[src/rtl/oob_pkg.sv]
package oob_pkg;

  typedef enum logic [2:0] {
    PH_RESET_TX  = 3'd0,
    PH_WAIT_INIT = 3'd1,
    PH_WAKE_TX   = 3'd2,
    PH_WAIT_WAKE = 3'd3,
    PH_READY     = 3'd4
  } oob_phase_e;

endpackage

[src/rtl/oob_burst_gen.sv]
module oob_burst_gen #(
  parameter int BURST_CYC  = 16,
  parameter int LONG_GAP   = 48,
  parameter int SHORT_GAP  = 16,
  parameter int NUM_BURSTS = 6
) (
  input  logic clk,
  input  logic rst_n,
  input  logic clr,
  input  logic en,
  input  logic short_sel,
  output logic tx_on,
  output logic done
);

  localparam int MAXLEN_A = (BURST_CYC > LONG_GAP) ? BURST_CYC : LONG_GAP;
  localparam int MAXLEN   = (MAXLEN_A > SHORT_GAP) ? MAXLEN_A : SHORT_GAP;
  localparam int CW       = (MAXLEN > 1) ? $clog2(MAXLEN) : 1;
  localparam int IW       = (NUM_BURSTS > 1) ? $clog2(NUM_BURSTS) : 1;
  localparam logic [CW-1:0] BURST_LAST = CW'(BURST_CYC - 1);
  localparam logic [CW-1:0] LONG_LAST  = CW'(LONG_GAP - 1);
  localparam logic [CW-1:0] SHORT_LAST = CW'(SHORT_GAP - 1);
  localparam logic [IW-1:0] IDX_LAST   = IW'(NUM_BURSTS - 1);

  logic [CW-1:0] cnt_q, cnt_d;
  logic [IW-1:0] idx_q, idx_d;
  logic          gap_q, gap_d;
  logic [CW-1:0] seg_last;
  logic          seg_end;
  logic          last_burst;

  always_comb begin
    if (gap_q) seg_last = short_sel ? SHORT_LAST : LONG_LAST;
    else       seg_last = BURST_LAST;
  end

  assign seg_end    = (cnt_q == seg_last);
  assign last_burst = (idx_q == IDX_LAST);
  assign tx_on      = en && !gap_q;
  assign done       = en && gap_q && seg_end && last_burst;

  always_comb begin
    cnt_d = cnt_q;
    idx_d = idx_q;
    gap_d = gap_q;
    if (seg_end) begin
      cnt_d = '0;
      gap_d = !gap_q;
      if (gap_q) idx_d = last_burst ? '0 : idx_q + 1'b1;
    end else begin
      cnt_d = cnt_q + 1'b1;
    end
  end

  always_ff @(posedge clk or negedge rst_n) begin
    if (!rst_n) begin
      cnt_q <= '0;
      idx_q <= '0;
      gap_q <= 1'b0;
    end else if (clr) begin
      cnt_q <= '0;
      idx_q <= '0;
      gap_q <= 1'b0;
    end else if (en) begin
      cnt_q <= cnt_d;
      idx_q <= idx_d;
      gap_q <= gap_d;
    end
  end

endmodule

[src/rtl/oob_wait_timer.sv]
module oob_wait_timer #(
  parameter int RETRY_CYC   = 200,
  parameter int WAKE_TO_CYC = 300
) (
  input  logic clk,
  input  logic rst_n,
  input  logic clr,
  input  logic en,
  input  logic wake_sel,
  output logic expired
);

  localparam int MAXW = (RETRY_CYC > WAKE_TO_CYC) ? RETRY_CYC : WAKE_TO_CYC;
  localparam int TW   = (MAXW > 1) ? $clog2(MAXW) : 1;
  localparam logic [TW-1:0] RETRY_LAST = TW'(RETRY_CYC - 1);
  localparam logic [TW-1:0] WAKE_LAST  = TW'(WAKE_TO_CYC - 1);

  logic [TW-1:0] cnt_q, cnt_d;
  logic [TW-1:0] lim;

  assign lim     = wake_sel ? WAKE_LAST : RETRY_LAST;
  assign expired = en && (cnt_q == lim);

  always_comb begin
    cnt_d = expired ? '0 : cnt_q + 1'b1;
  end

  always_ff @(posedge clk or negedge rst_n) begin
    if (!rst_n) begin
      cnt_q <= '0;
    end else if (clr) begin
      cnt_q <= '0;
    end else if (en) begin
      cnt_q <= cnt_d;
    end
  end

endmodule

[src/rtl/oob_seq_fsm.sv]
module oob_seq_fsm
  import oob_pkg::*;
(
  input  logic       clk,
  input  logic       rst_n,
  input  logic       los,
  input  logic       cominit,
  input  logic       comwake,
  input  logic       tx_done,
  input  logic       tmr_expired,
  output oob_phase_e phase,
  output logic       phase_change
);

  oob_phase_e ph_q, ph_d;

  always_comb begin
    ph_d = ph_q;
    if (los && ph_q != PH_RESET_TX) begin
      ph_d = PH_RESET_TX;
    end else begin
      unique case (ph_q)
        PH_RESET_TX:  if (tx_done) ph_d = PH_WAIT_INIT;
        PH_WAIT_INIT: begin
          if (cominit)          ph_d = PH_WAKE_TX;
          else if (tmr_expired) ph_d = PH_RESET_TX;
        end
        PH_WAKE_TX:   if (tx_done) ph_d = PH_WAIT_WAKE;
        PH_WAIT_WAKE: begin
          if (comwake)          ph_d = PH_READY;
          else if (tmr_expired) ph_d = PH_RESET_TX;
        end
        PH_READY:     ph_d = PH_READY;
        default:      ph_d = PH_RESET_TX;
      endcase
    end
  end

  assign phase        = ph_q;
  assign phase_change = (ph_d != ph_q);

  always_ff @(posedge clk or negedge rst_n) begin
    if (!rst_n) ph_q <= PH_RESET_TX;
    else        ph_q <= ph_d;
  end

endmodule

[src/rtl/oob_host_init.sv]
module oob_host_init
  import oob_pkg::*;
#(
  parameter int BURST_CYC     = 16,
  parameter int RESET_GAP_CYC = 48,
  parameter int WAKE_GAP_CYC  = 16,
  parameter int NUM_BURSTS    = 6,
  parameter int RETRY_CYC     = 200,
  parameter int WAKE_TO_CYC   = 300
) (
  input  logic       clk,
  input  logic       rst_n,
  input  logic       los_i,
  input  logic       cominit_det_i,
  input  logic       comwake_det_i,
  output logic       tx_burst_o,
  output logic       ready_o,
  output logic [2:0] phase_o
);

  oob_phase_e phase;
  logic       phase_change;
  logic       gen_en, gen_done, gen_tx;
  logic       tmr_en, tmr_expired;

  assign gen_en = (phase == PH_RESET_TX) || (phase == PH_WAKE_TX);
  assign tmr_en = (phase == PH_WAIT_INIT) || (phase == PH_WAIT_WAKE);

  oob_seq_fsm u_fsm (
    .clk          (clk),
    .rst_n        (rst_n),
    .los          (los_i),
    .cominit      (cominit_det_i),
    .comwake      (comwake_det_i),
    .tx_done      (gen_done),
    .tmr_expired  (tmr_expired),
    .phase        (phase),
    .phase_change (phase_change)
  );

  oob_burst_gen #(
    .BURST_CYC  (BURST_CYC),
    .LONG_GAP   (RESET_GAP_CYC),
    .SHORT_GAP  (WAKE_GAP_CYC),
    .NUM_BURSTS (NUM_BURSTS)
  ) u_gen (
    .clk       (clk),
    .rst_n     (rst_n),
    .clr       (phase_change),
    .en        (gen_en),
    .short_sel (phase == PH_WAKE_TX),
    .tx_on     (gen_tx),
    .done      (gen_done)
  );

  oob_wait_timer #(
    .RETRY_CYC   (RETRY_CYC),
    .WAKE_TO_CYC (WAKE_TO_CYC)
  ) u_tmr (
    .clk      (clk),
    .rst_n    (rst_n),
    .clr      (phase_change),
    .en       (tmr_en),
    .wake_sel (phase == PH_WAIT_WAKE),
    .expired  (tmr_expired)
  );

  assign tx_burst_o = gen_tx;
  assign ready_o    = (phase == PH_READY);
  assign phase_o    = phase;

endmodule

[config.mk]
export PLATFORM = sky130hd
export DESIGN_NAME = oob_host_init
export DESIGN_NICKNAME = d
export VERILOG_FILES = /design/src/rtl/oob_pkg.sv /design/src/rtl/oob_burst_gen.sv /design/src/rtl/oob_wait_timer.sv /design/src/rtl/oob_seq_fsm.sv /design/src/rtl/oob_host_init.sv
export SDC_FILE = /design/constraint.sdc
export NUM_CORES = 1
export LEC_CHECK = 0
export BUFFER_PORTS_ARGS = -buffer_cell sky130_fd_sc_hd__buf_2
export CAP_MARGIN = 20
export CELL_PAD_IN_SITES_DETAIL_PLACEMENT = 2
export CELL_PAD_IN_SITES_GLOBAL_PLACEMENT = 2
export CORE_MARGIN = 1.5
export CORE_UTILIZATION = 40
export DETAILED_ROUTE_END_ITERATION = 10
export PLACE_DENSITY = 0.94
export SYNTH_ARGS = -nofsm -noshare
export SYNTH_HDL_FRONTEND = slang
export SYNTH_SLANG_ARGS = --single-unit
[constraint.sdc]
create_clock -name clk -period 4.4 [get_ports clk]
set_clock_uncertainty 0.1 [all_clocks]
set_input_delay 0.44 -clock clk [delete_from_list [all_inputs] [get_ports clk]]
set_output_delay 0.44 -clock clk [all_outputs]
set_load 0.03 [all_outputs]
After elaboration in Yosys (flattened, before gate mapping)
Cells that the tools add are included. W data, S select, Z words.

Mux-type cells: 24. Reductions and logical operators: 17. Bitwise gates (word level): 0. Div/mod/pow operators: 0. Add/subtract/negate cells: 3. Shift-type cells: 0. Equality and inequality tests: 8. $mul: 0. Magnitude comparators: 0.

Operator list (number): $mux W9 (4); $mux W3 (11); $mux W6 (5); $pmux W3 S5 (1); $add A9 B1 Y9 const B (1); $eq A9 B9 Y1 (1); $reduce_bool A2 Y1 (4); $add A6 B1 Y6 const B (1); $eq A3 B2 Y1 const B (2); $eq A3 B3 Y1 const B (2); $eq A6 B6 Y1 (1); $logic_and A1 B1 Y1 (6); $add A3 B1 Y3 const B (1); $eq A3 B1 Y1 const B (1); $logic_not A3 Y1 (1); $mux W1 (3); $ne A3 B3 Y1 (1); $reduce_and A3 Y1 (1); $reduce_bool A3 Y1 (1); $logic_or A1 B1 Y1 (2); $reduce_and A2 Y1 (1); $logic_not A1 Y1 (1).

Bits in latches: 0. Output and inout bits: 5. Memory bits (read-only): 0. Bits in registers: 22. Memories kept: 0. Input bits: 5. Word-level logic and storage cells: 57. RAM bits: 0.

Longest topological paths before layout
Gate-level depths: netlist of run 1.

Depth in word-level cells: 12. Gate-level depth with buffers: 7. Gate-level depth less buffers: 6.

Hierarchy
From an unflattened synthesis of run 1, not the netlist that was laid out.

Cell total of the unflattened synthesis: 147. Area, all modules: 1407.6 µm².

By module, submodules not included: oob_burst_gen (instances 1, cells each 56, area an instance 570.5 µm²); oob_wait_timer (instances 1, cells each 56, area an instance 543.0 µm²); oob_seq_fsm (instances 1, cells each 30, area an instance 255.2 µm²); oob_host_init (instances 1, cells each 5, area an instance 38.8 µm²).

Worst setup path before layout of run 1
No wires, ideal clock.

Path kind: register -> register. Start: register u_fsm.ph_q[0], in the netlist u_fsm.phase[0]. End: register u_tmr.cnt_q[8]. Cell stages (with the launch flop): 8. Path slack: 2.142 ns. Setup time: 0.119 ns. Arrival time: 2.039 ns. Path buffers: 2. Data required time: 4.181 ns. Cell sequence: dfrtp_1 > or2_1 > buf_6 > nor4_4 > a31oi_2 > a32oi_4 > buf_8 > nor2_2.

Cells in the longest elaborated chain, start to end: 11. Elaborated cells between the ends (all ways): 30. Those cells by class: eq/ne (7); mux (13); reduce/logical (10).

RTL lines: from (decl) (line oob_seq_fsm.sv:15) `oob_phase_e ph_q, ph_d;`; from (signal assigned) (line oob_seq_fsm.sv:44) `else ph_q <= ph_d;`; $eq A3 B2 Y1 (line oob_seq_fsm.sv:22, oob_host_init.sv:26, oob_host_init.sv:51); $mux W6 (2 in a row) (line oob_burst_gen.sv:33) `if (gap_q) seg_last = short_sel ? SHORT_LAST : LONG_LAST;`; $eq A6 B6 Y1 (line oob_burst_gen.sv:37) `assign seg_end = (cnt_q == seg_last);`; $logic_and A1 B1 Y1 (2 in a row) (line oob_burst_gen.sv:40) `assign done = en && gap_q && seg_end && last_burst;`; $mux W3 (on tied branches) (line oob_seq_fsm.sv:28, oob_seq_fsm.sv:23); $pmux W3 S5 (line oob_seq_fsm.sv:22) `unique case (ph_q)`; $mux W3 (line oob_seq_fsm.sv:19) `if (los && ph_q != PH_RESET_TX) begin`; $ne A3 B3 Y1 (line oob_seq_fsm.sv:40) `assign phase_change = (ph_d != ph_q);`; $mux W9 / $reduce_bool A2 Y1 (equally long branches); to (signal assigned) (line oob_wait_timer.sv:34) `cnt_q <= cnt_d;`; to (decl) (line oob_wait_timer.sv:18) `logic [TW-1:0] cnt_q, cnt_d;`.

Parallel ways exist; a longest one is shown, timed or not. The select of a mux whose other input is x is not followed. A chain may end at the register's enable or synchronous reset.

Worst setup path after layout of run 1
Start: register u_fsm.ph_q[2], in the netlist u_fsm.phase[2]. End: register u_tmr.cnt_q[2].

The elaborated chain is that of the path after synthesis.

==> results.md, run 1 <==
- Seq cells post-synth: 22
- Logic pwr share: 0.291
- Via count: 1166
- Seq/Total Area, Yosys: 0.406
- Final setup vio count: 0
- Netlist cell types: 44
- Reg power frac: 0.452
- Tmin final: 2.76 ns
- DRT iter0 DRCs: 22
- PwrDens: roughly 430 mW/mm2
- Pre-antenna DRT Iters: 4
- I/O pin count: 10
- Grt total ovfl: 0
- Ant. Diodes: 0
- Ys flop type: dfrtp_1
- Worst stage delay on the critical path: 0.66 ns
- RePlAce Congestion: 0.770
- Worst IR Drop VDD: 0.161 mV
- Switching pwr: 0.000235 W
- Async set-reset flop share out of synthesis: 1.00
- Critical Path Start Type: flip-flop
- Final TNS setup: 0 ns
- Core area: around 0.0031 mm2
- Antenna Nets Post-Route: 0
- Synthesized area per cell: 9.36 um2
- Transition time at the pin with the least slew margin: 0.779 ns
- Hold Fails Final Rpt: 0
- EDFF count, synth: 0
- CTS max path bufs: 2
- Core Util, Final: 0.475
- Unrepaired setup endpoints after global routing: false
- Total wire length: 4100 um
- Setup Crit Path Kind: reg2reg
- P_int: about 0.00040 W
- CTS Buf Count: 3
- Layout cells sized above 1: 0.181
- Clock latency on the worst-skew pair: 0.33 ns
- Fillers: between 300 and 400
- Layout Nets: between 150 and 200
- Slew headroom: 0.480
- Setup Buffers After CTS: 0
- Post-synthesis net count: 152
- Reg clk slew, reported paths: 0.14 ns
- Post-DR vias/cell: 5.86
- Vias in the first global route: 1234
- Root Driver: clkbuf_4
- Wirelength per Cell: 20.6 um
- Post-Syn Area: 0.00136 mm2
- Worst setup EP type: flip-flop
- Tot GR Track Use: 0.258
- Req. time, crit path: between 4 and 5 ns
- # port buffers: 9
- Multi-input logic area: roughly 760 um2
- Die ar.: 0.00375 mm2
- Fin crit share: 0.627
- # clock sinks: 22
- Initial antenna violation count: 0
- Crit path cell chain: or2_1, nor4_4, a31oi_2, a32oi_4, nor2_1
- Mapped Cells: between 100 and 150
- CTS tree: yes
- Net Sw Frac: 0.371
- Die height: 61.3 um
- Status: finished clean
- Initial Util: 0.434
- Largest net degree at the start of global routing: 23
- Max frequency: 362 MHz
- Crit-path max FO: 18
- Final Max Tran Viols: 0
- Leak: 0.620 nW
- Synthesis warning total: 0
- Worst Hold Class: in2reg
- Chip width: 61.3 um
- Max-Cap Viols: 0
- Crit path max-delay cell type: a32oi_4
- Worst EP arrival: 2.85 ns
- FF+latch area: 551 um2
- DRC errors left: 0
- Final HPWL DP: roughly 2900 um
- Placement Rows: 20
- H-tree depth: 1
- First-pass GRT wire length: 6770 um
- Clk network pwr share: 0.257
- Syn-to-layout area delta: 9.40%
## metal layers
metal / track usage / vias to the layer above / part of all wire
met5: 0 / - / 0
met4: 0.0870 / 0 / 0.017
met1: 0.346 / 610 / 0.44
met2: 0.436 / 19 / 0.52
li1: - / 530 / -
met3: 0.0252 / 7 / 0.023
## repair_timing
item	CTS	global route
hold endpoints to repair	22	0
hold buffers	1	0
resized for setup	0	0
## cells in the final DEF, fill, tap and decap left out, types with 2 or more instances in the layout
cell type	instances
and2_1	2
mux2i_1	2
xnor2_1	3
nand4b_1	2
o21ai_0	2
inv_1	2
nor3b_1	2
a311oi_1	2
nor3_1	2
nand2_1	17
clkbuf_4	3
nor2_1	17
nand3_1	6
ha_1	2
nand4_1	4
a21oi_1	10
nor2_2	10
nor2b_1	4
dfrtp_1	22
xor2_1	9
buf_2	9
## logic make-up (layout without fill, tap and decap cells)
group	after synthesis	after routing	synth area share
XOR/XNOR	12	12	0.0774
adder cells (fa/ha/maj)	2	2	0.0184
flip-flops	22	22	0.406
AO/OA/AOI/OAI	24	24	0.129
buffers and inverters	6	16	0.0313
AND/OR/NAND/NOR	76	76	0.315
multiplexers	3	3	0.0230
## per-stage QoR
| stage | setup WS [ns] | instances | hold slack, ns | power [W] | area (um2) |
|---|---|---|---|---|---|
| floorplan | 2.14 | 145 | 0.0444 | 0.000407 | 1360 |
| global placement | 1.85 | 194 | 0.336 | 0.000443 | 1420 |
| detailed placement | 1.73 | 194 | 0.343 | 0.000467 | 1420 |
| CTS | 1.63 | 199 | 0.231 | 0.000636 | 1490 |
| global route | 1.43 | 199 | 0.240 | 0.000671 | 1490 |
| finish | 1.64 | 199 | 0.231 | 0.000633 | 1490 |
## registers in the layout (all words and copies together) (netlist names)
signal / count
u_fsm.phase: 3
u_gen.cnt_q: 6
u_gen.gap_q: 1
u_gen.idx_q: 3
u_tmr.cnt_q: 9
## power by group through the flow
stage	clock [W]	sequential (W)	combinational, W
final	0.000163	0.000286	0.000184
after global routing	0.000171	0.000293	0.000207
after floorplan	0	0.000272	0.000134
after detailed placement	0	0.000287	0.000179
after CTS	0.000164	0.000285	0.000187
after global placement	0	0.000283	0.000160
## Yosys cell counts (3+ instances only)
cell,n,area share
dfrtp_1,22,0.41
nand2_1,17,0.047
nor2_1,17,0.047
a21oi_1,10,0.037
nor2_2,10,0.046
xor2_1,9,0.058
nand3_1,6,0.022
nand4_1,4,0.018
nor2b_1,4,0.018
xnor2_1,3,0.019
## final cells by class
| type | instances | share of cell area |
|---|---|---|
| clock buffers | 3 | 0.0152 |
| clock inverters | 1 | 0.0202 |
| inverters | 2 | 0.00505 |
| multi-input cells | 117 | 0.515 |
| flip-flops and latches | 22 | 0.371 |
| well taps | 44 | 0.0371 |
| repair buffers | 10 | 0.0371 |
## critical path: cells and delay by family (launching register included)
family / cells / cell delay, ns
compound gates: 2 / 0.88
simple gates: 3 / 1.10
flops: 1 / 0.54
## final timing paths
check / startpoint / depth (start not counted) / endpoint / slack, ns
max in group asynchronous: rst_n / 2 / u_tmr.cnt_q[0] / 3.34
worst max register to register: u_fsm.phase[2] / 5 / u_tmr.cnt_q[2] / 1.64
min in group asynchronous: rst_n / 2 / u_tmr.cnt_q[5] / 0.50
worst max-delay path: u_fsm.phase[2] / 5 / u_tmr.cnt_q[2] / 1.64
worst min-delay path: los_i / 2 / u_fsm.phase[2] / 0.23
worst min register to register: u_gen.cnt_q[1] / 2 / u_gen.cnt_q[1] / 0.49
No activity file was read; power rests on OpenSTA's default activity.
==> run 2: changes to the inputs <==
Settings changed: CORE_UTILIZATION 40 to 37, PLACE_DENSITY 0.94 to 0.88.
Clock period 4.4 ns to 2.67 ns, I/O delays scaled along.
==> run 2 against run 1 <==
  * Non-clock buffer count increased by 4
  * Combinational power increased by 63%
  * First-iteration DRC count decreased by 14%
  * Register-to-register slack got worse by 1.4 ns
  * Critical path depth increased by 2
  * Count of clock-buffer cells in the layout unchanged
  * Final area increased by 0.17%
  * Critical path type unchanged
  * Largest power group unchanged
==> results.md, run 2 (same netlist as run 1, synthesis figures left out) <==
- Tot GR Track Use: 0.217 (-0.0410)
- Final Max Tran Viols: 0 (unchanged)
- Logic pwr share: 0.321 (+0.030)
- Reg power frac: 0.503 (+0.051)
- Max frequency: 418 MHz (+15%)
- Worst path bufs/invs: 1 (+1)
- Initial antenna violation count: 0 (unchanged)
- Transition time at the pin with the least slew margin: 0.686 ns (-0.0936 ns)
- First-pass GRT wire length: 6830 um (+0.93%)
- Req. time, crit path: 2.78 ns (-1.71 ns)
- RePlAce Congestion: 0.796 (+3.3%)
- Core Util, Final: 0.436 (-0.0393)
- Syn-to-layout area delta: 9.59%
- Worst EP arrival: 2.50 ns (-0.35 ns)
- DRT iter0 DRCs: 19 (-14%)
- Layout Nets: 167 (+2.5%)
- I/O pin count: 10 (unchanged)
- Commonest non-fill, non-tap cell in the layout: dfrtp_1
- Final HPWL DP: 2980 um (+3.3%)
- Setup crit end: u_tmr.cnt_q[1]
- Commonest non-fill, non-tap cells in the layout: dfrtp_1, nor2_1, nand2_1
- Worst setup EP type: flip-flop
- Worst IR Drop VDD: 0.331 mV (+110%)
- Setup Buffers After CTS: 0 (unchanged)
- CTS Buf Count: 3 (unchanged)
- Wirelength per Cell: 19.4 um (-5.8%)
- CTS tree: yes
- Worst Hold Class: in2reg
- Largest net degree at the start of global routing: 23 (unchanged)
- H-tree depth: 1 (unchanged)
- Core area: 0.00342 mm2 (+9.2%)
- Status: finished clean
- Crit path max-delay cell type: dfrtp_1
- Layout cells sized above 1: 0.196 (+0.0156)
- Reg clk slew, reported paths: 0.13 ns (about the same)
- Leak: 0.628 nW (+1.2%)
- Die height: 63.6 um (+3.8%)
- Reg2reg setup slack: 0.28 ns (-1.36 ns)
- DRC errors left: 0 (unchanged)
- Worst R2R Start: u_gen.cnt_q[0]
- Ant. Diodes: 0 (unchanged)
- Post-CTS sizing: 0 (unchanged)
- Grt total ovfl: 0 (unchanged)
- WP depth: 7 (+2)
- Pre-antenna DRT Iters: 4 (unchanged)
- Vias in the first global route: 1299 (+5.3%)
- CTS max path bufs: 2 (unchanged)
- R2R depth: 7 (+2)
- Hold buffers post-CTS: 1 (unchanged)
- Unrepaired setup endpoints after global routing: false
- Via count: 1141 (-2.1%)
- # port buffers: 9 (unchanged)
- Largest regs: u_tmr.cnt_q (9), u_gen.cnt_q (6)
- Family with the most delay on the worst path: simple AND/OR/NAND/NOR gates
- Worst reg2reg endpoint: u_tmr.cnt_q[1]
- Clk network pwr share: 0.175 (-0.082)
- Worst setup path start: u_gen.cnt_q[0]
- Clock latency on the worst-skew pair: 0.32 ns (about the same)
- Critical Path Start Type: flip-flop
- Final TNS setup: 0 ns (unchanged)
- PwrDens: 624 mW/mm2 (+46%)
- Crit-path max FO: 8 (-10)
- Biggest register: u_tmr.cnt_q
- Tmin final: 2.39 ns (-0.369 ns)
- Hold Fails Final Rpt: 0 (unchanged)
- Worst stage delay on the critical path: 0.46 ns (-0.20 ns)
- Net Sw Frac: 0.401 (+0.0302)
- Die ar.: 0.00404 mm2 (+7.7%)
- Fin crit share: 0.896 (+0.268)
- Total wire length: 3960 um (-3.5%)
- Post-DR vias/cell: 5.59 (-4.5%)
- Max-Cap Viols: 0 (unchanged)
- Final setup vio count: 0 (unchanged)
- Setup Crit Path Kind: reg2reg
- Slew headroom: 0.542 (+0.0614)
- Crit path cell chain: ha_1, nand4b_1, nor4_4, nand3_4, a32oi_4, buf_4, a21oi_1
- Initial Util: 0.397 (-0.0366)
- Placement Rows: 21 (+5.0%)
- # clock sinks: 22 (unchanged)
- Antenna Nets Post-Route: 0 (unchanged)
- Max reg flops: 9 (unchanged)
- P_int: 0.000557 W (+40%)
- Chip width: 63.6 um (+3.8%)
- Root Driver: clkbuf_4
- Switching pwr: 0.000372 W (+59%)
-- run 2: metrics by stage --
step | setup WS, ns | total power, W | hold slack, ns | cell area, um2 | cells
6_report | 0.279 | 0.000929 | 0.0616 | 1490 | 204
5_1_grt | 0.173 | 0.000995 | 0.0482 | 1490 | 204
4_1_cts | 0.297 | 0.000937 | 0.0513 | 1490 | 204
3_5_place_dp | 0.333 | 0.000770 | 0.178 | 1460 | 200
3_3_place_gp | 0.431 | 0.000745 | 0.155 | 1460 | 200
2_1_floorplan | 0.412 | 0.000670 | -0.129 | 1360 | 145
-- run 2: cell type report --
| cell class | count | area (um2) |
|---|---|---|
| Multi-Input combinational cell | 117 | 764 |
| Sequential cell | 22 | 551 |
| Inverter | 2 | 7.51 |
| Tap cell | 46 | 57.6 |
| Clock buffer | 3 | 22.5 |
| Timing Repair Buffer | 14 | 85.1 |
| Fill cell | 394 | 1930 |
-- run 2: metal layers --
metal | vias up | share of wire | track usage
met5 | - | 0 | 0
met4 | 0 | 0.015 | 0.0598
met3 | 6 | 0.016 | 0.0268
met2 | 13 | 0.49 | 0.376
met1 | 584 | 0.48 | 0.283
li1 | 538 | - | -
-- run 2: how the worst min path moves through the flow --
stage | startpoint | cells past startpoint | endpoint
2_1_floorplan | rst_n | 0 | u_fsm.phase[0]
3_3_place_gp | rst_n | 1 | u_tmr.cnt_q[5]
3_5_place_dp | rst_n | 1 | u_tmr.cnt_q[4]
4_1_cts | los_i | 2 | u_fsm.phase[2]
5_1_grt | los_i | 2 | u_fsm.phase[2]
6_report | los_i | 2 | u_fsm.phase[2]
-- run 2: power groups by stage --
| stage | Sequential, W | Combinational (W) | Clock (W) |
|---|---|---|---|
| floorplan | 0.000449 | 0.000221 | 0 |
| global placement | 0.000467 | 0.000277 | 0 |
| detailed placement | 0.000473 | 0.000297 | 0 |
| CTS | 0.000467 | 0.000303 | 0.000167 |
| global route | 0.000480 | 0.000335 | 0.000180 |
| finish | 0.000468 | 0.000299 | 0.000163 |
==> run 3: changes to the inputs <==
--- a/config.mk
+++ b/config.mk
@@ -6,4 +6,5 @@
 export NUM_CORES = 1
 export LEC_CHECK = 0
+export ABC_AREA = 1
 export BUFFER_PORTS_ARGS = -buffer_cell sky130_fd_sc_hd__buf_2
 export CAP_MARGIN = 20
@@ -11,7 +12,8 @@
 export CELL_PAD_IN_SITES_GLOBAL_PLACEMENT = 2
 export CORE_MARGIN = 1.5
-export CORE_UTILIZATION = 37
+export CORE_UTILIZATION = 36
 export DETAILED_ROUTE_END_ITERATION = 10
-export PLACE_DENSITY = 0.88
+export HOLD_SLACK_MARGIN = 0.02
+export PLACE_DENSITY = 0.89
 export SYNTH_ARGS = -nofsm -noshare
 export SYNTH_HDL_FRONTEND = slang
--- a/constraint.sdc
+++ b/constraint.sdc
@@ -3,3 +3,3 @@
 set_input_delay 0.267 -clock clk [delete_from_list [all_inputs] [get_ports clk]]
 set_output_delay 0.267 -clock clk [all_outputs]
-set_load 0.03 [all_outputs]
+set_load 0.05 [all_outputs]
==> run 3 against run 2 <==
  * Worst hold slack improved by 0.22 ns
  * Synthesized cell count increased by 21%
  * Sequential power decreased by 29%
==> results.md, run 3 <==
- CTS tree: yes
- Syn-to-layout area delta: 8.65%
- Tmin final: 2.47 ns (+0.0836 ns)
- Crit-path max FO: 14 (+6)
- Seq/Total Area, Yosys: 0.377 (-0.0288)
- Max-Cap Viols: 0 (unchanged)
- Post-Syn Area: 0.00146 mm2 (+7.6%)
- Die height: 66.7 um (+4.9%)
- Switching pwr: 0.000119 W (-68%)
- EDFF count, synth: 0 (unchanged)
- # clock sinks: 22 (unchanged)
- Async set-reset flop share out of synthesis: 1.00 (unchanged)
- Initial antenna violation count: 0 (unchanged)
- Transition time at the pin with the least slew margin: 0.539 ns (-0.147 ns)
- Largest net degree at the start of global routing: 23 (unchanged)
- Layout Nets: 194 (+16%)
- Total wire length: 4140 um (+4.8%)
- Logic pwr share: 0.022 (-0.299)
- Met1 usage: 0.248 (-0.0349)
- Largest regs: u_tmr.cnt_q (9), u_gen.cnt_q (6)
- DRC errors left: 0 (unchanged)
- Commonest non-fill, non-tap cells in the layout: nand2_1, nor2_1, dfrtp_1
- Post-synthesis net count: 182 (+20%)
- Critical Path Start Type: flip-flop
- Clk network pwr share: 0.380 (+0.205)
- Final TNS setup: 0 ns (unchanged)
- Final Cell Area: 0.00159 mm2 (+6.7%)
- First-pass GRT wire length: 6920 um (+1.3%)
- Area contributors post-synth: dfrtp_1, nor2_4, nand2_1
- Setup Crit Path Kind: reg2reg
- Most frequent cells after synthesis: nand2_1, nor2_1, dfrtp_1
- # port buffers: 9 (unchanged)
- Net Sw Frac: 0.215 (-0.186)
- Final Max Tran Viols: 0 (unchanged)
- Busiest grt layer: met2
- PwrDens: 350 mW/mm2 (-44%)
- Worst IR Drop VDD: 0.171 mV (-48%)
- Antenna Nets Post-Route: 0 (unchanged)
- Final HPWL DP: 3120 um (+4.6%)
- Tot GR Track Use: 0.210 (-0.00702)
- Vias in the first global route: 1414 (+8.9%)
- Placement Rows: 22 (+4.8%)
- Placement Cell Area: 0.00153 mm2 (+5.0%)
- RePlAce Congestion: 0.785 (-1.3%)
- Via count: 1214 (+6.4%)
- Ant. Diodes: 0 (unchanged)
- Grt total ovfl: 0 (unchanged)
- Hold Fails Final Rpt: 0 (unchanged)
- Final setup vio count: 0 (unchanged)
- Worst EP arrival: 2.52 ns (+0.02 ns)
- Seq cells post-synth: 22 (unchanged)
- Die ar.: 0.00445 mm2 (+10%)
- Synthesis warning total: 0 (unchanged)
- Mapped Cells: 175 (+21%)
- Core area: 0.00377 mm2 (+10%)
- Worst setup EP type: flip-flop
- Leak: 0.753 nW (+20%)
- Layout cells sized above 1: 0.227 (+0.0308)
- Share of the synthesized area in the top cell type: 0.377 (-0.0288)
- P_int: 0.000437 W (-22%)
- DRT iter0 DRCs: 139 (+120)
- CTS Buf Count: 3 (unchanged)
- Pre-antenna DRT Iters: 4 (unchanged)
- Chip width: 66.7 um (+4.9%)
- I/O pin count: 10 (unchanged)
- Reg power frac: 0.598 (+0.095)
- Synth area leader: dfrtp_1
- Root Driver: clkbuf_8
- Most frequent cell after synthesis: nand2_1
- Post-DR vias/cell: 5.21 (-6.8%)
- Req. time, crit path: 2.71 ns (-0.07 ns)
- Worst Hold Class: in2reg
- M2 GR Usage: 0.400 (+0.0237)
- Max frequency: 404 MHz (-3.4%)
- Initial Util: 0.388 (-0.00991)
- Synthesized area per cell: 8.35 um2 (-11%)
- Netlist cell types: 31 (-30%)
- Ys flop type: dfrtp_1
- Clock latency on the worst-skew pair: 0.26 ns (-0.06 ns)
- Fin crit share: 0.927 (+0.0313)
- Wirelength per Cell: 17.8 um (-8.3%)
- Max reg flops: 9 (unchanged)
- CTS max path bufs: 2 (unchanged)
- Commonest non-fill, non-tap cell in the layout: nand2_1
- GR Layer Usage met3: 0.0253 (-0.00145)
- Reg clk slew, reported paths: 0.08 ns (-0.05 ns)
- Slew headroom: 0.641 (+0.0991)
- H-tree depth: 1 (unchanged)
- Status: finished clean
- Biggest register: u_tmr.cnt_q
-- run 3: cell count changes in the layout (fill, tap and decap cells not counted), moves of 6 or more --
cell / delta
nand2_1: +15
nor2_2: -9
inv_1: +15
nor2_1: +8
nand4_1: +6
a21oi_1: -6
nor2_4: +13
-- run 3: worst max-delay path, cell delays in order (launching register included) --
cell	delay (ns)
dfrtp_1	0.49
nor2_4	0.30
inv_1	0.22
nor2_1	0.29
nand3_2	0.14
nand2_1	0.10
nand2_1	0.09
nand2_1	0.10
nand2_2	0.19
nand2_8	0.26
a21oi_1	0.07
-- run 3: worst paths after layout --
path / slack [ns] / endpoint / from / cells after the start
min: 0.29 / u_fsm.phase[1] / los_i / 3
min in group asynchronous: 0.42 / u_fsm.phase[2] / rst_n / 2
max: 0.20 / u_gen.idx_q[1] / u_fsm.phase[0] / 10
min reg2reg: 0.50 / u_gen.cnt_q[3] / u_gen.cnt_q[3] / 2
max in group asynchronous: 1.69 / u_gen.cnt_q[2] / rst_n / 2
max reg2reg: 0.20 / u_gen.idx_q[1] / u_fsm.phase[0] / 10
-- run 3: area by class of cell --
class | instances | area, um2
tap | 48 | 60.1
inverter | 20 | 77.6
multi-input combinational | 130 | 803
fill | 426 | 2180
sequential | 22 | 551
timing repair buffer | 10 | 55.1
clock buffer | 3 | 41.3
-- run 3: power by group through the flow --
| stage | combinational (W) | clock (W) | sequential [W] |
|---|---|---|---|
| 2_1_floorplan | 0.000000158 | 0 | 0.000340 |
| 3_3_place_gp | 0.0000111 | 0 | 0.000339 |
| 3_5_place_dp | 0.0000117 | 0 | 0.000339 |
| 4_1_cts | 0.0000131 | 0.000222 | 0.000333 |
| 5_1_grt | 0.0000137 | 0.000234 | 0.000333 |
| 6_report | 0.0000122 | 0.000211 | 0.000333 |
-- run 3: per-layer routing --
metal  share of wire  wire, um
met2            0.53      2210
met1            0.44      1830
met3           0.021        85
met5               0         0
met4          0.0048        20
-- run 3: cell families after synthesis --
group                      synth area share
AOI/OAI and AO/OA                    0.0557
and+or+nand+nor                       0.411
buffers and inverters                0.0796
DFF                                   0.377
xor gates and xnor gates             0.0599
adders and majority gates            0.0171
-- run 3: what timing repair did --
action	in CTS	in global routing
buffers inserted	0	0
hold endpoints to repair	22	0
hold buffers	1	0
setup endpoints to repair	0	14
resized for setup	0	1
-- run 3: per-stage QoR --
step | hold slack [ns] | util | std cells | power [W] | worst slack [ns]
2_1_floorplan | -0.129 | - | 175 | 0.000340 | 0.537
3_3_place_gp | 0.171 | 0.405 | 229 | 0.000351 | 0.348
3_5_place_dp | 0.184 | 0.405 | 229 | 0.000351 | 0.153
4_1_cts | 0.269 | 0.419 | 233 | 0.000568 | 0.101
5_1_grt | 0.288 | 0.421 | 233 | 0.000580 | -0.0207
6_report | 0.286 | 0.421 | 233 | 0.000556 | 0.195
